===== config.mk =====
export PLATFORM = sky130hd
export DESIGN_NAME = sar_engine
export DESIGN_NICKNAME = d
export VERILOG_FILES = /design/src/rtl/sar_pkg.sv /design/src/rtl/sar_chan_dec.sv /design/src/rtl/sar_core.sv /design/src/rtl/sar_engine.sv
export SDC_FILE = /design/constraint.sdc
export NUM_CORES = 1
export LEC_CHECK = 0
export CORE_MARGIN = 10
export CORE_UTILIZATION = 50
export CTS_CLUSTER_DIAMETER = 200
export DETAILED_ROUTE_END_ITERATION = 10
export HOLD_SLACK_MARGIN = 0.05
export PLACE_DENSITY = 0.78
export SLEW_MARGIN = 10
export SYNTH_ARGS = -nofsm -noshare
export SYNTH_HDL_FRONTEND = slang
export SYNTH_SLANG_ARGS = --single-unit

===== constraint.sdc =====
create_clock -name clk -period 8.5 [get_ports clk]
set_input_delay 2.125 -clock clk [delete_from_list [all_inputs] [get_ports clk]]
set_output_delay 2.125 -clock clk [all_outputs]
set_load 0.02 [all_outputs]

===== src/rtl/sar_pkg.sv =====
package sar_pkg;
  localparam int unsigned SAR_RES_W  = 10;
  localparam int unsigned SAR_ADDR_W = 4;
  localparam int unsigned SAR_N_EXT  = 11;

  typedef enum logic [1:0] {
    ST_IDLE    = 2'd0,
    ST_RESOLVE = 2'd1,
    ST_LOAD    = 2'd2
  } sar_state_e;
endpackage


===== src/rtl/sar_chan_dec.sv =====
module sar_chan_dec #(
  parameter int unsigned ADDR_W = 4,
  parameter int unsigned RES_W  = 10,
  parameter int unsigned N_EXT  = 11
) (
  input  logic [ADDR_W-1:0] addr_i,
  output logic              is_ext_o,
  output logic              is_rsv_o,
  output logic [RES_W-1:0]  ref_lvl_o
);
  localparam logic [ADDR_W-1:0] A_MID  = ADDR_W'(N_EXT);
  localparam logic [ADDR_W-1:0] A_LOW  = ADDR_W'(N_EXT + 1);
  localparam logic [ADDR_W-1:0] A_HIGH = ADDR_W'(N_EXT + 2);
  localparam logic [RES_W-1:0]  LVL_MID  = {1'b1, {(RES_W-1){1'b0}}};
  localparam logic [RES_W-1:0]  LVL_LOW  = '0;
  localparam logic [RES_W-1:0]  LVL_HIGH = '1;

  always_comb begin
    is_ext_o  = 1'b0;
    is_rsv_o  = 1'b0;
    ref_lvl_o = LVL_LOW;
    if (addr_i < A_MID) begin
      is_ext_o = 1'b1;
    end else if (addr_i == A_MID) begin
      ref_lvl_o = LVL_MID;
    end else if (addr_i == A_LOW) begin
      ref_lvl_o = LVL_LOW;
    end else if (addr_i == A_HIGH) begin
      ref_lvl_o = LVL_HIGH;
    end else begin
      is_rsv_o = 1'b1;
    end
  end
endmodule


===== src/rtl/sar_core.sv =====
module sar_core #(
  parameter int unsigned RES_W = 10
) (
  input  logic             clk,
  input  logic             rst_n,
  input  logic             load_i,
  input  logic             step_i,
  input  logic             keep_i,
  output logic [RES_W-1:0] code_o,
  output logic             last_o
);
  localparam logic [RES_W-1:0] TOP_BIT = {1'b1, {(RES_W-1){1'b0}}};

  logic [RES_W-1:0] code_q, code_d;
  logic [RES_W-1:0] probe_q, probe_d;
  logic             en;

  always_comb begin
    code_d  = code_q;
    probe_d = probe_q;
    if (load_i) begin
      code_d  = TOP_BIT;
      probe_d = TOP_BIT;
    end else if (step_i) begin
      code_d  = (keep_i ? code_q : (code_q & ~probe_q)) | (probe_q >> 1);
      probe_d = probe_q >> 1;
    end
  end

  assign en = load_i | step_i;

  always_ff @(posedge clk or negedge rst_n) begin
    if (!rst_n) begin
      code_q  <= '0;
      probe_q <= '0;
    end else if (en) begin
      code_q  <= code_d;
      probe_q <= probe_d;
    end
  end

  assign code_o = code_q;
  assign last_o = probe_q[0];
endmodule


===== src/rtl/sar_engine.sv =====
module sar_engine
  import sar_pkg::*;
#(
  parameter int unsigned RES_W  = SAR_RES_W,
  parameter int unsigned ADDR_W = SAR_ADDR_W,
  parameter int unsigned N_EXT  = SAR_N_EXT
) (
  input  logic              clk,
  input  logic              rst_n,
  input  logic              start_i,
  input  logic [ADDR_W-1:0] addr_i,
  input  logic              abort_i,
  input  logic              cmp_i,
  output logic [RES_W-1:0]  trial_o,
  output logic [ADDR_W-1:0] ext_chan_o,
  output logic              ext_act_o,
  output logic              busy_o,
  output logic              done_o,
  output logic [RES_W-1:0]  result_o,
  output logic              rsv_o
);
  sar_state_e        state_q, state_d;
  logic [ADDR_W-1:0] chan_q, chan_d;
  logic [RES_W-1:0]  res_q, res_d;
  logic              rsv_q, rsv_d;
  logic              done_q, done_d;
  logic              core_load, core_step, keep, last;
  logic              is_ext, is_rsv;
  logic [RES_W-1:0]  ref_lvl, code;
  logic              chan_en, res_en;

  sar_chan_dec #(.ADDR_W(ADDR_W), .RES_W(RES_W), .N_EXT(N_EXT)) u_dec (
    .addr_i   (chan_q),
    .is_ext_o (is_ext),
    .is_rsv_o (is_rsv),
    .ref_lvl_o(ref_lvl)
  );

  sar_core #(.RES_W(RES_W)) u_core (
    .clk   (clk),
    .rst_n (rst_n),
    .load_i(core_load),
    .step_i(core_step),
    .keep_i(keep),
    .code_o(code),
    .last_o(last)
  );

  // analog channels trust the comparator; self-test points use a fixed level
  assign keep = is_ext ? cmp_i : (ref_lvl >= code);

  always_comb begin
    state_d   = state_q;
    chan_d    = chan_q;
    res_d     = res_q;
    rsv_d     = rsv_q;
    done_d    = 1'b0;
    core_load = 1'b0;
    core_step = 1'b0;
    chan_en   = 1'b0;
    res_en    = 1'b0;
    unique case (state_q)
      ST_IDLE: begin
        if (start_i && !abort_i) begin
          state_d   = ST_RESOLVE;
          chan_d    = addr_i;
          chan_en   = 1'b1;
          core_load = 1'b1;
        end
      end
      ST_RESOLVE: begin
        if (abort_i) begin
          state_d = ST_IDLE;
        end else begin
          core_step = 1'b1;
          if (last) state_d = ST_LOAD;
        end
      end
      ST_LOAD: begin
        state_d = ST_IDLE;
        if (!abort_i) begin
          res_d  = code;
          rsv_d  = is_rsv;
          res_en = 1'b1;
          done_d = 1'b1;
        end
      end
      default: state_d = ST_IDLE;
    endcase
  end

  always_ff @(posedge clk or negedge rst_n) begin
    if (!rst_n) begin
      state_q <= ST_IDLE;
      done_q  <= 1'b0;
    end else begin
      state_q <= state_d;
      done_q  <= done_d;
    end
  end

  always_ff @(posedge clk or negedge rst_n) begin
    if (!rst_n) begin
      chan_q <= '0;
    end else if (chan_en) begin
      chan_q <= chan_d;
    end
  end

  always_ff @(posedge clk or negedge rst_n) begin
    if (!rst_n) begin
      res_q <= '0;
      rsv_q <= 1'b0;
    end else if (res_en) begin
      res_q <= res_d;
      rsv_q <= rsv_d;
    end
  end

  assign busy_o     = (state_q != ST_IDLE);
  assign trial_o    = busy_o ? code : '0;
  assign ext_chan_o = chan_q;
  assign ext_act_o  = busy_o && is_ext;
  assign done_o     = done_q;
  assign result_o   = res_q;
  assign rsv_o      = rsv_q;
endmodule


; After elaboration in Yosys (flattened, before gate mapping)
; Index checks and enable logic that the tools add are counted.
[op_classes]
magnitude_cmp = 2
n_eq_ne = 7
n_mux = 25
bitwise_logic = 5
n_reduce_logical = 10
[op_table]
columns = op, n
row1 = two-way mux 10 bit, 10
row2 = == test 4 bit (second input constant), 3
row3 = two-way mux 1 bit, 11
row4 = AND 10 bit, 1
row5 = >= comparator 10 bit, 1
row6 = NOT 10 bit, 1
row7 = OR 10 x 9 -> 10 bit, 1
row8 = two-way mux 2 bit, 3
row9 = AND reduction 3 bit, 2
row10 = < comparator 4 bit (second input constant), 1
row11 = case mux 2 bit (2 select lines), 1
row12 = AND reduction 2 bit, 2
row13 = nonzero test 2 bit, 2
row14 = != test 3 x 2 -> 1 bit (second input constant), 1
row15 = == test 2 x 1 -> 1 bit (second input constant), 1
row16 = == test 2 bit (second input constant), 1
row17 = logical AND 1 bit, 2
row18 = zero test 2 bit, 1
row19 = != test 2 bit (second input constant), 1
row20 = zero test 1 bit, 1
row21 = NOT 1 bit, 1
row22 = OR 1 bit, 1
[totals]
reg_bits = 38
in_bits = 9
out_inout_bits = 28
wordCells = 56

; Longest topological paths before layout
; Gate-level depths: netlist of the first run.
[logic_depth]
depth_word = 11
ltp_mapped = 9
ltp_nobuf = 9

; Hierarchy
; From an unflattened synthesis of the first run, not the netlist that was laid out.
[hier_totals]
hier_cells = 180
hier_area_um2 = 2028.2
[modules_own_cells]
columns = module, instances, cells_each, area_each_um2, seq_area_each_um2
row1 = sar_engine, 1, 89, 988.4, 450.4
row2 = sar_core, 1, 76, 935.9, 500.5
row3 = sar_chan_dec, 1, 15, 103.8, 0.0

; Worst setup path before layout of the first run
; Ideal clock, no wire load.
[synth_path]
kind = in2reg
from = input port start_i
to = register u_core.code_q[6], in the netlist u_core.code_o[6]
t_arrival_ps = 3248
t_required_ps = 8374
slack_ps = 5126
stages = 4
path_buffers = 1
cell_sequence = nor3b_2 nor2_1 clkbuf_1 a221o_1
[synth_via]
elab_chain_cells = 5
elab_cells_between_ends = 7
classes_between = mux (3) / bitwise (1) / reduce/logical (3)
[synth_lines]
columns = item, line_no
row1 = "start, declared", sar_engine.sv:10  ; input logic start_i,
row2 = logical AND 1 bit *, sar_engine.sv:64  ; if (start_i && !abort_i) begin
row3 = two-way mux 1 bit *, sar_engine.sv:64
row4 = two-way mux 1 bit *, sar_engine.sv:62  ; unique case (state_q)
row5 = nonzero test 2 bit (no source line) / OR 1 bit (equally long branches), n/a
row6 = AND reduction 2 bit (no source line), n/a
row7 = "end signal, assigned", sar_core.sv:37  ; code_q <= code_d;
row8 = "end, declared", sar_core.sv:14  ; logic [RES_W-1:0] code_q, code_d;
; Mark *: on every way between the ends. The rest lies on a longest branch, timed or not.
; A chain may end at the register's enable or synchronous reset.

; Worst setup path after layout of the first run
[layout_path]
from = input port abort_i
to = register u_core.code_q[6], in the netlist u_core.code_o[6]
[layout_via]
elab_chain_cells = 6
elab_cells_between_ends = 10
classes_between = mux (5) / bitwise (1) / reduce/logical (4)
[layout_lines]
columns = item, line_no
row1 = "start, declared", sar_engine.sv:12  ; input logic abort_i,
row2 = zero test 1 bit, n/a
row3 = logical AND 1 bit, sar_engine.sv:64
row4 = two-way mux 1 bit, sar_engine.sv:64
row5 = two-way mux 1 bit, sar_engine.sv:62
row6 = nonzero test 2 bit (no source line) / OR 1 bit (equally long branches), n/a
row7 = AND reduction 2 bit (no source line), n/a
; Parallel ways exist; a longest one is shown, timed or not.

==> impl_metrics.yaml, run 1 <==
status:
  outcome: "complete, no violations"
worst_setup_path:
  slowest_delay_ps: 960
  timing_worst_setup_path_type: "in2reg"
  timing.rr.end: "u_core.code_o[6]$_DFFE_PN0P_"
  crit_arrival_ps: 4530
  crit_start: "abort_i"
  endpoint_kind: "flip-flop"
  reg2reg_slack_ps: 5160
  path_max_fanout: 21
  crit_path_start_kind: "primary input"
  worstRegToRegCells: 8
  reg2reg_from: "ext_chan_o[1]$_DFFE_PN0P_"
  crit_required_ps: 8670
  critical_path.cell_chain: "clkdlybuf4s50_1, nor3b_2, nor2_1, a221o_1"
  cp_slowest_cell: "nor3b_2"
drt:
  wl_per_cell_um: 18.37
  route.top_layer_used: "met4"
  routed-wl-met3_um: 228
  ant_nets: 0
  wl_met2_um: 2286
  drt-met1-wl_um: 1768
  routed_wl_um: 4371
  routed_via_density: 5.714
  vias: 1360
  drc: 0
  drt_first_pass_iters: 4
  drtIter0Drc: 67
logic_synthesis:
  synthCells: 155
  yosysWarnings: 0
  synth_fp_nets: 171
  ys_async_sr_fraction: 1.000
  synth_edf_count: 0
  synth_top_flop_cell: "dfrtp_1"
  synth_area_um2: 1836
  ys_ff_latch: 38
  synth-seq-area-share: 0.5181
  synth.avg_cell_area_um2: 11.84
  synth_cell_types: 33
power_and_ir_drop:
  ir_drop_v: 0.00009852
  power_density_nw_per_um2: 194.8
  power_mw: 0.4523
  p_leak_nw: 1.033
timing:
  timing.fmax_mhz: 229.1
  worstMarginPinSlew_ps: 1177
  fin_worst_skew_ps: 6.704
  max_slew_margin: 0.2119
  timing_hold_violations_final: 0
  period_minus_slack_ps: 4365
  fin_crit_sh: 0.5135
  postLayoutSetupSlackWorst_ps: 4135
  tns_ps: 0
  slew_viol_final: 0
  setup_violations: 0
  rsz0062_at_grt: "no"
floorplanning:
  row_count: 21
  boundaryPins: 37
  initial_utilization: 0.5333
  core-area_um2: 3442
  die_x_um: 80.59
  die_y_um: 80.59
  die_area_um2: 6495
clocking:
  cts_buffers: 5
  clockRootBuffer: "clkbuf_8"
  htreeDepth: 2
  hold_buffers: 0
  cts_tree: "yes"
  clkTransAtPathRegs_ps: 70
  cts_sinks: 38
  post_cts_buffers: 0
  cts_resized: 0
  cts_max_path_buffers: 2
  clk_latency_ps: 290
finish:
  synthToLayoutAreaGrowth_pct: 26.52
  drive_gt1_frac: 0.1510
  diodes: 0
  area.sequential_um2: 950.9
  final_common_cell: "dfrtp_1"
  stdcell_count: 238
  multi_input_area_um2: 803.3
  final_cell_mix: "38 x dfrtp_1, 36 x clkdlybuf4s50_1, 14 x inv_1, 14 x nor2_1, 13 x mux2_2"
  fillerInstances: 266
  final_nets: 209
global_routing:
  grt_max_degree: 39
  grt_usage: 0.1371
  grt_pass1_vias: 1402
  grt_remaining_overflow: 0
  grt_pass1_wl_um: 6955
  antenna_found_initial: 0
worst_hold_path:
  hold_depth: 1
  min_path_type: "reg2reg"
  hold_start: "u_core.probe_q[0]$_DFFE_PN0P_"
  min_to: "state_q[0]$_DFFE_PN0P_"
place:
  port_buffers: 36
  dp_hpwl_um: 3230
  pre_cts_ws_ps: 3925
  gp_congestion: 0.8274
  post-place-cells: 232
job:
  maxCapViolations: 0
## logic make-up after synthesis
logic type / count (synthesis) / synth area share
AO/OA/AOI/OAI: 42 / 0.1977
XOR/XNOR: 1 / 0.004773
adder cells (fa/ha/maj): 8 / 0.05385
buffers and inverters: 21 / 0.04703
flip-flops: 38 / 0.5181
multiplexers: 13 / 0.07975
AND/OR/NAND/NOR: 32 / 0.09884
## synth_stat cells, drive strengths merged, types with 2 or more instances
cell type	number	area, um2
inv	14	52.55
and3	2	12.51
nand4	2	12.51
a21oi	3	15.01
clkbuf	6	22.52
a22o	8	70.07
ha	7	87.58
nand3	2	10.01
o21ai	4	20.02
nor3b	3	27.52
a211oi	9	67.56
a221o	9	90.09
a21o	3	22.52
dfrtp	38	950.9
mux2	13	146.4
nor2	14	52.55
nand2	3	11.26
## sequential cells by signal (all words and copies together) (netlist names)
name / flops
result_o: 10
u_core.code_o: 10
done_o: 1
ext_chan_o: 4
rsv_o: 1
u_core.probe_q: 10
state_q: 2
## worst max path at each step
| stage | endpoint | slack (ps) | cells after the start |
|---|---|---|---|
| 4_1_cts | u_core.code_o[6]$_DFFE_PN0P_ | 4230 | 4 |
| 3_3_place_gp | u_core.code_o[4]$_DFFE_PN0P_ | 4060 | 4 |
| 3_5_place_dp | u_core.code_o[6]$_DFFE_PN0P_ | 3930 | 4 |
| 5_1_grt | u_core.code_o[6]$_DFFE_PN0P_ | 4050 | 4 |
| 2_1_floorplan | u_core.code_o[6]$_DFFE_PN0P_ | 5130 | 4 |
| 6_report | u_core.code_o[6]$_DFFE_PN0P_ | 4140 | 4 |
## cell type report
class	count	share of cell area
multi-input combinational	96	0.3459
timing repair buffer	38	0.1616
sequential	38	0.4095
inverter	14	0.02263
clock buffer	6	0.03556
tap	46	0.02478
## report_power, final
group | switching (mW) | internal [mW] | leakage (nW) | total (mW)
sequential | 0.0201 | 0.196 | 0.505 | 0.217
clock | 0.0590 | 0.0625 | 0.0431 | 0.122
combinational | 0.0626 | 0.0516 | 0.484 | 0.114
total | 0.142 | 0.311 | 1.03 | 0.452
## metrics by stage
stage	utilization	hold slack [ps]	instance area, um2
finish	0.6747	494.4	2322
global route	0.6747	520.9	2322
CTS	0.6747	494.5	2322
detailed placement	0.6507	487.3	2240
global placement	0.6507	490.3	2240
floorplan	-	466.3	1836
## metal layers
layer / vias up / track usage
li1: 645 / -
met3: 8 / 0.03786
met2: 32 / 0.2325
met5: - / 0
met4: 0 / 0.06162
met1: 675 / 0.1562
## critical path: cells and delay by family
| family | cells | cell delay [ps] |
|---|---|---|
| compound gates | 1 | 430 |
| simple gates | 2 | 1490 |
| buf+inv | 1 | 490 |
Power figures use the tool's default switching activity.
==> run 2: changes to the inputs <==
--- a/config.mk
+++ b/config.mk
@@ -6,11 +6,11 @@
 export NUM_CORES = 1
 export LEC_CHECK = 0
 export CORE_MARGIN = 10
-export CORE_UTILIZATION = 50
+export CORE_UTILIZATION = 46
 export CTS_CLUSTER_DIAMETER = 200
 export DETAILED_ROUTE_END_ITERATION = 10
 export HOLD_SLACK_MARGIN = 0.05
-export PLACE_DENSITY = 0.78
+export PLACE_DENSITY = 0.75
 export SLEW_MARGIN = 10
 export SYNTH_ARGS = -nofsm -noshare
 export SYNTH_HDL_FRONTEND = slang
==> constraint.sdc (replaced) <==
create_clock -name clk -period 3.7 [get_ports clk]
set_input_delay 0.925 -clock clk [delete_from_list [all_inputs] [get_ports clk]]
set_output_delay 0.925 -clock clk [all_outputs]
set_load 0.02 [all_outputs]
==> run 2 against run 1 <==
Sequential share of layout area is 0.20 points lower. Count of clock-buffer cells in the layout rose by 1. Die area rose by 6.5%. Non-clock buffer count grew 2. Clock skew increased by 1.6 ps. Sequential cell count unchanged. Clock power increased by 110%. Via count up 3.8%. Combinational power increased by 130%.
==> impl_metrics.yaml, run 2 (synthesis results as in run 1) <==
clocking:
  htreeDepth: 2
  cts_buffers: 5
  hold_buffers: 0
  cts_sinks: 38
  clk_latency_ps: 280
  cts_resized: 0
  cts_max_path_buffers: 2
  clkTransAtPathRegs_ps: 70
  clockRootBuffer: "clkbuf_8"
  post_cts_buffers: 0
  cts_tree: "yes"
drt:
  drc: 0
  routed_wl_um: 4305
  wl_per_cell_um: 17.72
  vias: 1412
  routed-wl-met3_um: 211
  ant_nets: 0
  routed_via_density: 5.811
  drt_first_pass_iters: 4
  drtIter0Drc: 88
  wl_met2_um: 2263
  drt-met1-wl_um: 1787
  route.top_layer_used: "met4"
worst_setup_path:
  crit_path_start_kind: "flip-flop"
  reg2reg_from: "ext_chan_o[1]$_DFFE_PN0P_"
  crit_required_ps: 3860
  path_max_fanout: 12
  worstRegToRegCells: 8
  crit_start: "ext_chan_o[1]$_DFFE_PN0P_"
  endpoint_kind: "flip-flop"
  crit_arrival_ps: 3400
  timing_worst_setup_path_type: "reg2reg"
timing:
  fin_worst_skew_ps: 8.316
  fin_crit_sh: 0.8751
  worstMarginPinSlew_ps: 829.1
  max_slew_margin: 0.4473
  period_minus_slack_ps: 3238
  slew_viol_final: 0
  tns_ps: 0
  setup_violations: 0
  timing.fmax_mhz: 308.9
  rsz0062_at_grt: "no"
  timing_hold_violations_final: 0
job:
  maxCapViolations: 0
place:
  port_buffers: 36
  postPlaceCellArea_um2: 2257
  dp_hpwl_um: 3221
  gp_congestion: 0.8344
finish:
  synthToLayoutAreaGrowth_pct: 27.13
  final_area_um2: 2333
  diodes: 0
  final_cell_mix: "38 x dfrtp_1, 35 x clkdlybuf4s50_1, 14 x inv_1, 14 x nor2_1, 13 x mux2_2"
  fillerInstances: 305
  final_common_cell: "dfrtp_1"
  drive_gt1_frac: 0.1641
  final_nets: 211
power_and_ir_drop:
  ir_drop_v: 0.0002561
  power_density_nw_per_um2: 437.1
  p_leak_nw: 1.040
floorplanning:
  core-area_um2: 3771
  initial_utilization: 0.4867
  boundaryPins: 37
  die_area_um2: 6917
  die_x_um: 83.17
  die_y_um: 83.17
  row_count: 22
global_routing:
  antenna_found_initial: 0
  grt_pass1_wl_um: 7272
  grt_remaining_overflow: 0
  grt_pass1_vias: 1484
  grt_usage: 0.1245
  grt_max_degree: 39
worst_hold_path:
  min_path_type: "reg2reg"
  hold_start: "result_o[7]$_DFFE_PN0P_"
  hold_depth: 1
status:
  outcome: "complete, no violations"
-- run 2: metal layers --
layer,up-vias,track usage
met5,-,0
met4,0,0.04615
met3,4,0.03027
met2,39,0.2109
met1,714,0.1477
li1,655,-
-- run 2: report_power, final --
part	internal, mW	total (mW)	switching (mW)
clock	0.130	0.262	0.132
sequential	0.451	0.495	0.0436
combinational	0.120	0.263	0.143
total	0.701	1.02	0.319
-- run 2: worst max-delay path: stages, from the launching register on --
cell and delay, ps:
dfrtp_1 440, and4b_1 520, ha_1 320, a21o_1 190, maj3_2 290, a2111o_1 440
o32ai_4 480, a211oi_1 150, a221o_1 280
-- run 2: final timing paths --
check,to,slack (ps)
max,u_core.code_o[1]$_DFFE_PN0P_,460
min,result_o[7]$_DFFE_PN0P_,510
max reg2reg,u_core.code_o[1]$_DFFE_PN0P_,460
min reg2reg,result_o[7]$_DFFE_PN0P_,510
max in group asynchronous,result_o[9]$_DFFE_PN0P_,2430
min in group asynchronous,result_o[6]$_DFFE_PN0P_,740
-- run 2: final cells by class --
| class | count | area, um2 | share of cell area |
|---|---|---|---|
| Timing Repair Buffer | 40 | 385.4 | 0.1651 |
| Tap cell | 48 | 60.06 | 0.02574 |
| Clock buffer | 7 | 76.32 | 0.03271 |
| Multi-Input combinational cell | 96 | 808.3 | 0.3464 |
| Inverter | 14 | 52.55 | 0.02252 |
| Sequential cell | 38 | 950.9 | 0.4075 |
-- run 2: through the flow --
stage	hold slack, ps	setup slack (ps)	std cells	utilization	total power, mW
6_report	506.1	462.3	243	0.6188	1.020
3_3_place_gp	488.7	580.0	236	0.5985	0.7557
2_1_floorplan	466.3	739.5	155	-	0.6627
4_1_cts	511.8	462.8	243	0.6188	1.030
5_1_grt	531.8	302.1	243	0.6188	1.078
3_5_place_dp	496.7	500.4	236	0.5985	0.7651
